==> src/rtl/shadowDecPkg.sv <==
package shadowDecPkg;

  typedef enum logic [1:0] {
    REG_RAM    = 2'd0,
    REG_ROMCS  = 2'd1,
    REG_EXT    = 2'd2,
    REG_SHADOW = 2'd3
  } regionE;

  // Strobes from the control side to the decode datapath
  typedef struct packed {
    logic       accStrobe;
    logic       accWrite;
    logic [1:0] shadowSel;
    logic       lowIsRomcs;
    logic       relocOn;
  } ctrlStrobeT;

  localparam int CR_W = 8;

endpackage

==> src/rtl/shadowCtrl.sv <==
module shadowCtrl
  import shadowDecPkg::*;
#(
  parameter int REV_W    = 4,
  parameter int MEM_KB_W = 16,
  parameter int IDX_W    = 3
) (
  input  logic                clk,
  input  logic                rstN,
  input  logic [REV_W-1:0]    revision,
  input  logic [MEM_KB_W-1:0] memSizeKb,
  input  logic                cfgWrEn,
  input  logic [IDX_W-1:0]    cfgIdx,
  input  logic [CR_W-1:0]     cfgWrData,
  output logic [CR_W-1:0]     cfgRdData,
  input  logic                accValid,
  input  logic                accWrite,
  output ctrlStrobeT          strobes
);

  localparam logic [IDX_W-1:0]    IDX_BASE   = IDX_W'(0);
  localparam logic [IDX_W-1:0]    IDX_CS     = IDX_W'(4);
  localparam logic [IDX_W-1:0]    IDX_STAT   = IDX_W'(6);
  localparam logic [REV_W-1:0]    REV_STAT   = REV_W'(8);
  localparam logic [REV_W-1:0]    REV_OLDMAX = REV_W'(1);
  localparam logic [MEM_KB_W-1:0] HOLE_KB    = MEM_KB_W'(640);
  localparam logic [MEM_KB_W-1:0] BIG_KB     = MEM_KB_W'(8192);
  localparam int                  LO_W       = CR_W - REV_W;

  logic [CR_W-1:0] baseReg;
  logic [CR_W-1:0] csReg;
  logic [CR_W-1:0] statReg;
  logic            statAvail;

  assign statAvail = (revision == REV_STAT);

  always_ff @(posedge clk) begin
    if (!rstN) begin
      baseReg <= CR_W'(8'h04);
      csReg   <= {revision, {LO_W{1'b0}}};
      statReg <= '0;
    end else if (cfgWrEn) begin
      case (cfgIdx)
        IDX_BASE: baseReg <= cfgWrData;
        IDX_CS:   csReg[LO_W-1:0] <= cfgWrData[LO_W-1:0];
        IDX_STAT: if (statAvail) statReg <= {cfgWrData[CR_W-1:1], 1'b0};
        default:  ;
      endcase
    end
  end

  always_comb begin
    case (cfgIdx)
      IDX_BASE: cfgRdData = baseReg;
      IDX_CS:   cfgRdData = csReg;
      IDX_STAT: cfgRdData = statAvail ? {statReg[CR_W-1:1], memSizeKb > BIG_KB} : '0;
      default:  cfgRdData = '0;
    endcase
  end

  always_comb begin
    strobes.accStrobe  = accValid;
    strobes.accWrite   = accWrite;
    strobes.shadowSel  = baseReg[2] ? baseReg[4:3] : 2'b00;
    strobes.lowIsRomcs = (revision <= REV_OLDMAX) || !csReg[0];
    strobes.relocOn    = !baseReg[2] && (memSizeKb > HOLE_KB);
  end

  AST_CS_REV_KEPT: assert property (@(posedge clk) disable iff (!rstN)
    $stable(csReg[CR_W-1:LO_W])) else $error("revision nibble changed");

  AST_STAT_LOCKED: assert property (@(posedge clk) disable iff (!rstN)
    !statAvail |=> statReg == '0) else $error("status reg written on wrong revision");

endmodule

==> src/rtl/ramRelocator.sv <==
module ramRelocator #(
  parameter int ADDR_W = 24
) (
  input  logic [ADDR_W-1:0] addrIn,
  input  logic              relocOn,
  input  logic              inAlias,
  output logic [ADDR_W-1:0] addrOut
);

  localparam logic [ADDR_W-1:0] ONE_MEG  = ADDR_W'(32'h0010_0000);
  localparam logic [ADDR_W-1:0] HOLE_LEN = ADDR_W'(32'h0006_0000);

  always_comb begin
    if (relocOn && !inAlias && (addrIn >= ONE_MEG))
      addrOut = addrIn - HOLE_LEN;
    else
      addrOut = addrIn;
  end

endmodule

==> src/rtl/regionDecode.sv <==
module regionDecode
  import shadowDecPkg::*;
#(
  parameter int ADDR_W   = 24,
  parameter int MEM_KB_W = 16
) (
  input  logic                clk,
  input  logic                rstN,
  input  ctrlStrobeT          strobes,
  input  logic [ADDR_W-1:0]   accAddr,
  input  logic [MEM_KB_W-1:0] memSizeKb,
  output logic                respValid,
  output logic [1:0]          regionType,
  output logic                writeBlocked,
  output logic [ADDR_W-1:0]   physAddr
);

  localparam int OFF_W   = 20;
  localparam int TOP_W   = ADDR_W - OFF_W;
  localparam int ALIAS_W = ADDR_W - 17;

  logic [OFF_W-1:0]  offset;
  logic              inLow;
  logic              inAlias;
  logic [3:0]        winHit;
  logic              shadowHit;
  logic [ADDR_W-1:0] relocAddr;
  regionE            nextType;
  logic              nextBlk;
  logic [ADDR_W-1:0] nextPhys;
  regionE            typeQ;

  assign offset  = accAddr[OFF_W-1:0];
  assign inLow   = (accAddr[ADDR_W-1:OFF_W] == '0) && (accAddr[19:17] == 3'b111);
  assign inAlias = (accAddr[ADDR_W-1:17] == {ALIAS_W{1'b1}});

  assign winHit[0] = 1'b0;
  for (genvar s = 1; s < 4; s++) begin : gWin
    localparam logic [OFF_W:0] W_BASE = (s == 2) ? 21'h0F0000 : 21'h0E0000;
    localparam logic [OFF_W:0] W_END  = W_BASE + ((s == 3) ? 21'h020000 : 21'h010000);
    localparam logic [MEM_KB_W-1:0] W_KB = MEM_KB_W'(W_BASE >> 10);
    assign winHit[s] = (strobes.shadowSel == 2'(s))
                    && ({1'b0, offset} >= W_BASE)
                    && ({1'b0, offset} <  W_END)
                    && (memSizeKb > W_KB);
  end
  assign shadowHit = |winHit;

  ramRelocator #(.ADDR_W(ADDR_W)) reloc_i (
    .addrIn  (accAddr),
    .relocOn (strobes.relocOn),
    .inAlias (inAlias),
    .addrOut (relocAddr)
  );

  always_comb begin
    nextBlk  = 1'b0;
    nextPhys = accAddr;
    if (shadowHit && (inLow || inAlias)) begin
      nextType = REG_SHADOW;
      nextBlk  = strobes.accWrite;
      nextPhys = {{TOP_W{1'b0}}, offset};
    end else if (inAlias) begin
      nextType = REG_ROMCS;
    end else if (inLow) begin
      nextType = strobes.lowIsRomcs ? REG_ROMCS : REG_EXT;
    end else begin
      nextType = REG_RAM;
      nextPhys = relocAddr;
    end
  end

  always_ff @(posedge clk) begin
    if (!rstN) begin
      respValid    <= 1'b0;
      typeQ        <= REG_RAM;
      writeBlocked <= 1'b0;
      physAddr     <= '0;
    end else begin
      respValid <= strobes.accStrobe;
      if (strobes.accStrobe) begin
        typeQ        <= nextType;
        writeBlocked <= nextBlk;
        physAddr     <= nextPhys;
      end
    end
  end

  assign regionType = typeQ;

  AST_RESP_FOLLOWS: assert property (@(posedge clk) disable iff (!rstN)
    strobes.accStrobe |=> respValid) else $error("no response");

  AST_BLOCK_ONLY_SHADOW: assert property (@(posedge clk) disable iff (!rstN)
    writeBlocked |-> (typeQ == REG_SHADOW)) else $error("block outside shadow");

  AST_SHADOW_LOW_PHYS: assert property (@(posedge clk) disable iff (!rstN)
    (respValid && typeQ == REG_SHADOW) |-> (physAddr[ADDR_W-1:OFF_W] == '0)) else $error("shadow phys high");

  AST_EXT_NOT_ALIAS: assert property (@(posedge clk) disable iff (!rstN)
    (respValid && typeQ == REG_EXT) |-> (physAddr[ADDR_W-1:OFF_W] == '0)) else $error("alias went external");

endmodule

==> src/rtl/shadowRomDecoder.sv <==
module shadowRomDecoder
  import shadowDecPkg::*;
#(
  parameter int ADDR_W   = 24,
  parameter int MEM_KB_W = 16,
  parameter int REV_W    = 4,
  parameter int IDX_W    = 3
) (
  input  logic                clk,
  input  logic                rstN,
  input  logic [REV_W-1:0]    revision,
  input  logic [MEM_KB_W-1:0] memSizeKb,
  input  logic                cfgWrEn,
  input  logic [IDX_W-1:0]    cfgIdx,
  input  logic [7:0]          cfgWrData,
  output logic [7:0]          cfgRdData,
  input  logic                accValid,
  input  logic [ADDR_W-1:0]   accAddr,
  input  logic                accWrite,
  output logic                respValid,
  output logic [1:0]          regionType,
  output logic                writeBlocked,
  output logic [ADDR_W-1:0]   physAddr
);

  ctrlStrobeT strobes;

  shadowCtrl #(.REV_W(REV_W), .MEM_KB_W(MEM_KB_W), .IDX_W(IDX_W)) ctrl_i (
    .clk       (clk),
    .rstN      (rstN),
    .revision  (revision),
    .memSizeKb (memSizeKb),
    .cfgWrEn   (cfgWrEn),
    .cfgIdx    (cfgIdx),
    .cfgWrData (cfgWrData),
    .cfgRdData (cfgRdData),
    .accValid  (accValid),
    .accWrite  (accWrite),
    .strobes   (strobes)
  );

  regionDecode #(.ADDR_W(ADDR_W), .MEM_KB_W(MEM_KB_W)) dp_i (
    .clk          (clk),
    .rstN         (rstN),
    .strobes      (strobes),
    .accAddr      (accAddr),
    .memSizeKb    (memSizeKb),
    .respValid    (respValid),
    .regionType   (regionType),
    .writeBlocked (writeBlocked),
    .physAddr     (physAddr)
  );

endmodule

==> config.mk <==
export PLATFORM = sky130hd
export DESIGN_NAME = shadowRomDecoder
export DESIGN_NICKNAME = d
export VERILOG_FILES = /design/src/rtl/shadowDecPkg.sv /design/src/rtl/shadowCtrl.sv /design/src/rtl/ramRelocator.sv /design/src/rtl/regionDecode.sv /design/src/rtl/shadowRomDecoder.sv
export SDC_FILE = /design/constraint.sdc
export NUM_CORES = 1
export LEC_CHECK = 0
export CORE_UTILIZATION = 41
export DETAILED_ROUTE_END_ITERATION = 16
export PLACE_DENSITY_LB_ADDON = 0.1
export SLEW_MARGIN = 20
export SYNTH_ARGS = -nofsm -noshare
export SYNTH_HDL_FRONTEND = slang
export SYNTH_HIERARCHICAL = 1
export SYNTH_SLANG_ARGS = --single-unit
==> constraint.sdc <==
create_clock -name clk -period 2.5 [get_ports clk]
set_input_delay 0.5 -clock clk [delete_from_list [all_inputs] [get_ports clk]]
set_output_delay 0.5 -clock clk [all_outputs]
set_load 0.02 [all_outputs]
==> flow_summary.toml <==
[synth]
synthTopCellsByArea = "dfxtp_1 35%, mux2i_1 7.9%, a21oi_1 6.2%, buf_4 5.9%, o21ai_0 5.8%"
synth_cell_types = 47
syn_area_per_cell_um2 = 8.880
syn_area_um2 = 2655
synth_largest_type_area_fraction_pct = 35.44
synth_edf_count = 4
ys.flop_type = "dfxtp_1"
ys_ff_latch = 51
synth_top_cells_by_count = "47 x dfxtp_1, 33 x a21oi_1, 31 x o21ai_0, 24 x nand2_1"
synth_most_common_cell = "dfxtp_1"
synth_warnings = 6
syn_nets = 360
synth_top_cell_by_area = "dfxtp_1"
synthCells = 299
async_flop_share_pct = 0
yosysSeqAreaShare_pct = 39.96

[pwr]
p_int_uw = 1265
seqPwrFrac_pct = 51.4
pwr-share-clk_pct = 26.2
power_density_nw_per_um2 = 436.2
switching_share_pct = 26.23
power.leakage_uw = 0.001570
p_comb_share_pct = 22.5
ir_worst_vdd_uv = 237.6
p_sw_uw = 449.8

[critical_path]
start_kind = "input port"
crit_fanout = 4
cp_top_family = "compound AO/OA/AOI/OAI gates"
end_kind = "flip-flop"
crit_buf_inv = 1
path_cells = "clkdlybuf4s50_1 -> a2111oi_2 -> a31oi_4 -> nor3b_1 -> nand3_1 -> mux2_2 -> o21a_1 -> a22o_1"
cpPeakStageDelay_ns = 0.50
cp_slowest_cell = "clkdlybuf4s50_1"
cp.arrival_ns = 2.65
critical_path_class = "input port to flip-flop"
cp.required_ns = 2.69

[finish]
layout-drive-gt1-share_pct = 18.94
layout.nets = 477
area_growth_pct = 48.07
final_cell_area_um2 = 3931
final_util_pct = 64.49
diodes = 0
fillCellCount = 543
regArea_um2 = 1061
multiInputGateArea_um2 = 1366

[cts]
cts_root_buffer = "clkbuf_8"
clk-insertion-delay-late_ns = 0.30
numCtsBuffers = 5
htreeDepth = 2
cts_buffer_depth = 2
cts_sinks = 51
cts_tree = "yes"
clk_pin_slew_ns = 0.08

[sta]
fin_crit_sh_pct = 98.45
period_needed_ns = 2.461
layout_setup_ws_ns = 0.03885
hold_violations = 0
setup_viol = 0
fin_skew_ns = 0.01252
worst_slew_pin_slew_ns = 0.4254
fin_setup_tns_ns = 0
slew-limit-headroom_pct = 71.55
slew_violations = 0
rsz0062_at_grt = "true"
fmax_ghz = 0.4063

[place]
portBuffers = 95
dpl_cell_area_um2 = 3817
gp_congestion = 0.8566
dpl.hpwl_um = 5138
post-place-ws_ns = -0.4390

[floorplanning]
coreArea_um2 = 6096
dieArea_um2 = 6801
dieWidth_um = 82.47
io_pins = 96
row_count = 28
start_util_pct = 43.56
die_y_um = 82.47

[run]
cap_violations = 0

[detailed_routing]
antenna_left = 0
wl_per_cell_um = 13.83
drt_drc_violations_left = 0
vias_per_cell = 5.276
vias = 2596
wl_um = 6805
first_pass_iters = 6
drtIter0Drc = 165

[grt]
grt_usage_pct = 20.96
gr-total-overflow = 0
grt_max_degree = 41
first_global_vias = 2375
grt_antenna_before_repair = 0
grt_pass1_wl_um = 10960

[hold_path]
hold_class = "flip-flop to flip-flop"

[outcome]
run_status = "completed"
==> what timing repair did <==
action / CTS / global route
hold buffers: 0 / 0
pin swaps: 3 / 6
setup endpoints to repair: 10 / 11
hold endpoints to repair: 0 / 0
setup buffers: 1 / 2
gates resized for setup: 34 / 16
gates cloned: 0 / 0
==> per-layer routing <==
metal | wire [um] | track usage [%]
met5 | 0 | 0
met1 | 3031 | 27.93
met4 | 48 | 4.211
met2 | 3219 | 34.46
met3 | 505 | 4.945
==> sequential cells by signal, indices dropped and copies added, names as in the netlist <==
register,cells
dp_i/physAddr,24
dp_i/writeBlocked,1
dp_i/respValid,1
dp_i/regionType,2
ctrl_i/csReg,8
ctrl_i/baseReg,8
ctrl_i/statReg,7
==> worst paths after layout <==
kind                startpoint                 to  slack, ns  cells after the start
max               memSizeKb[9]  dp_i/physAddr[22]       0.04                      8
min          dp_i/writeBlocked  dp_i/writeBlocked       0.45                      2
max reg2reg  ctrl_i/baseReg[2]  dp_i/physAddr[23]       0.60                      5
min reg2reg  dp_i/writeBlocked  dp_i/writeBlocked       0.45                      2
==> power groups by stage <==
stage                     clock network (uW)  logic (uW)  registers, uW
after floorplan                            0         129            933
after global placement                     0         384            899
after detailed placement                   0         388            899
after CTS                                462         385            880
after global routing                     499         419            886
final                                    449         385            881
==> metrics by stage <==
| stage | cells | hold slack (ns) | total power, uW |
|---|---|---|---|
| after global routing | 492 | 0.4915 | 1803 |
| after detailed placement | 481 | 0.4449 | 1287 |
| final | 492 | 0.4519 | 1715 |
| after floorplan | 299 | 0.4280 | 1062 |
| after global placement | 481 | 0.4347 | 1282 |
| after CTS | 490 | 0.4565 | 1727 |
==> logic make-up after synthesis <==
group,share of synthesized area (%)
muxes,9.613
and+or+nand+nor,18.28
buffers and inverters,9.566
adders and majority gates,0.4712
AOI/OAI and AO/OA,21.11
xor gates and xnor gates,0.9898
DFF,39.96
==> cell type report <==
| class | count | share of cell area [%] |
|---|---|---|
| Multi-Input combinational cell | 206 | 34.75 |
| Timing Repair Buffer | 143 | 32.88 |
| Sequential cell | 51 | 26.99 |
| Tap cell | 75 | 2.387 |
| Clock buffer | 5 | 1.750 |
| Inverter | 9 | 0.8593 |
| Clock inverter | 3 | 0.3819 |
==> tightest hold or removal path, cell delays in order (launching register included) <==
cell	delay (ns)
dfxtp_1	0.32
nand2_1	0.05
o21ai_1	0.05
==> layout by cell type, fill, tap and decap left out, drive strengths merged, types with 4 or more instances in the layout <==
cell and count:
a21oi 34, dfxtp 47, o21ai 34, or4 4, nor2 15, inv 8, mux2i 21, a22o 4
o21a 5, nor3 6, nand2 24, clkdlybuf4s50 75, mux2 4, buf 56, nand3 13, clkbuf 5
edfxtp 4, dlymetal6s2s 9, a222oi 7, and2 5
Note: power is estimated with default switching activity, not from simulation.
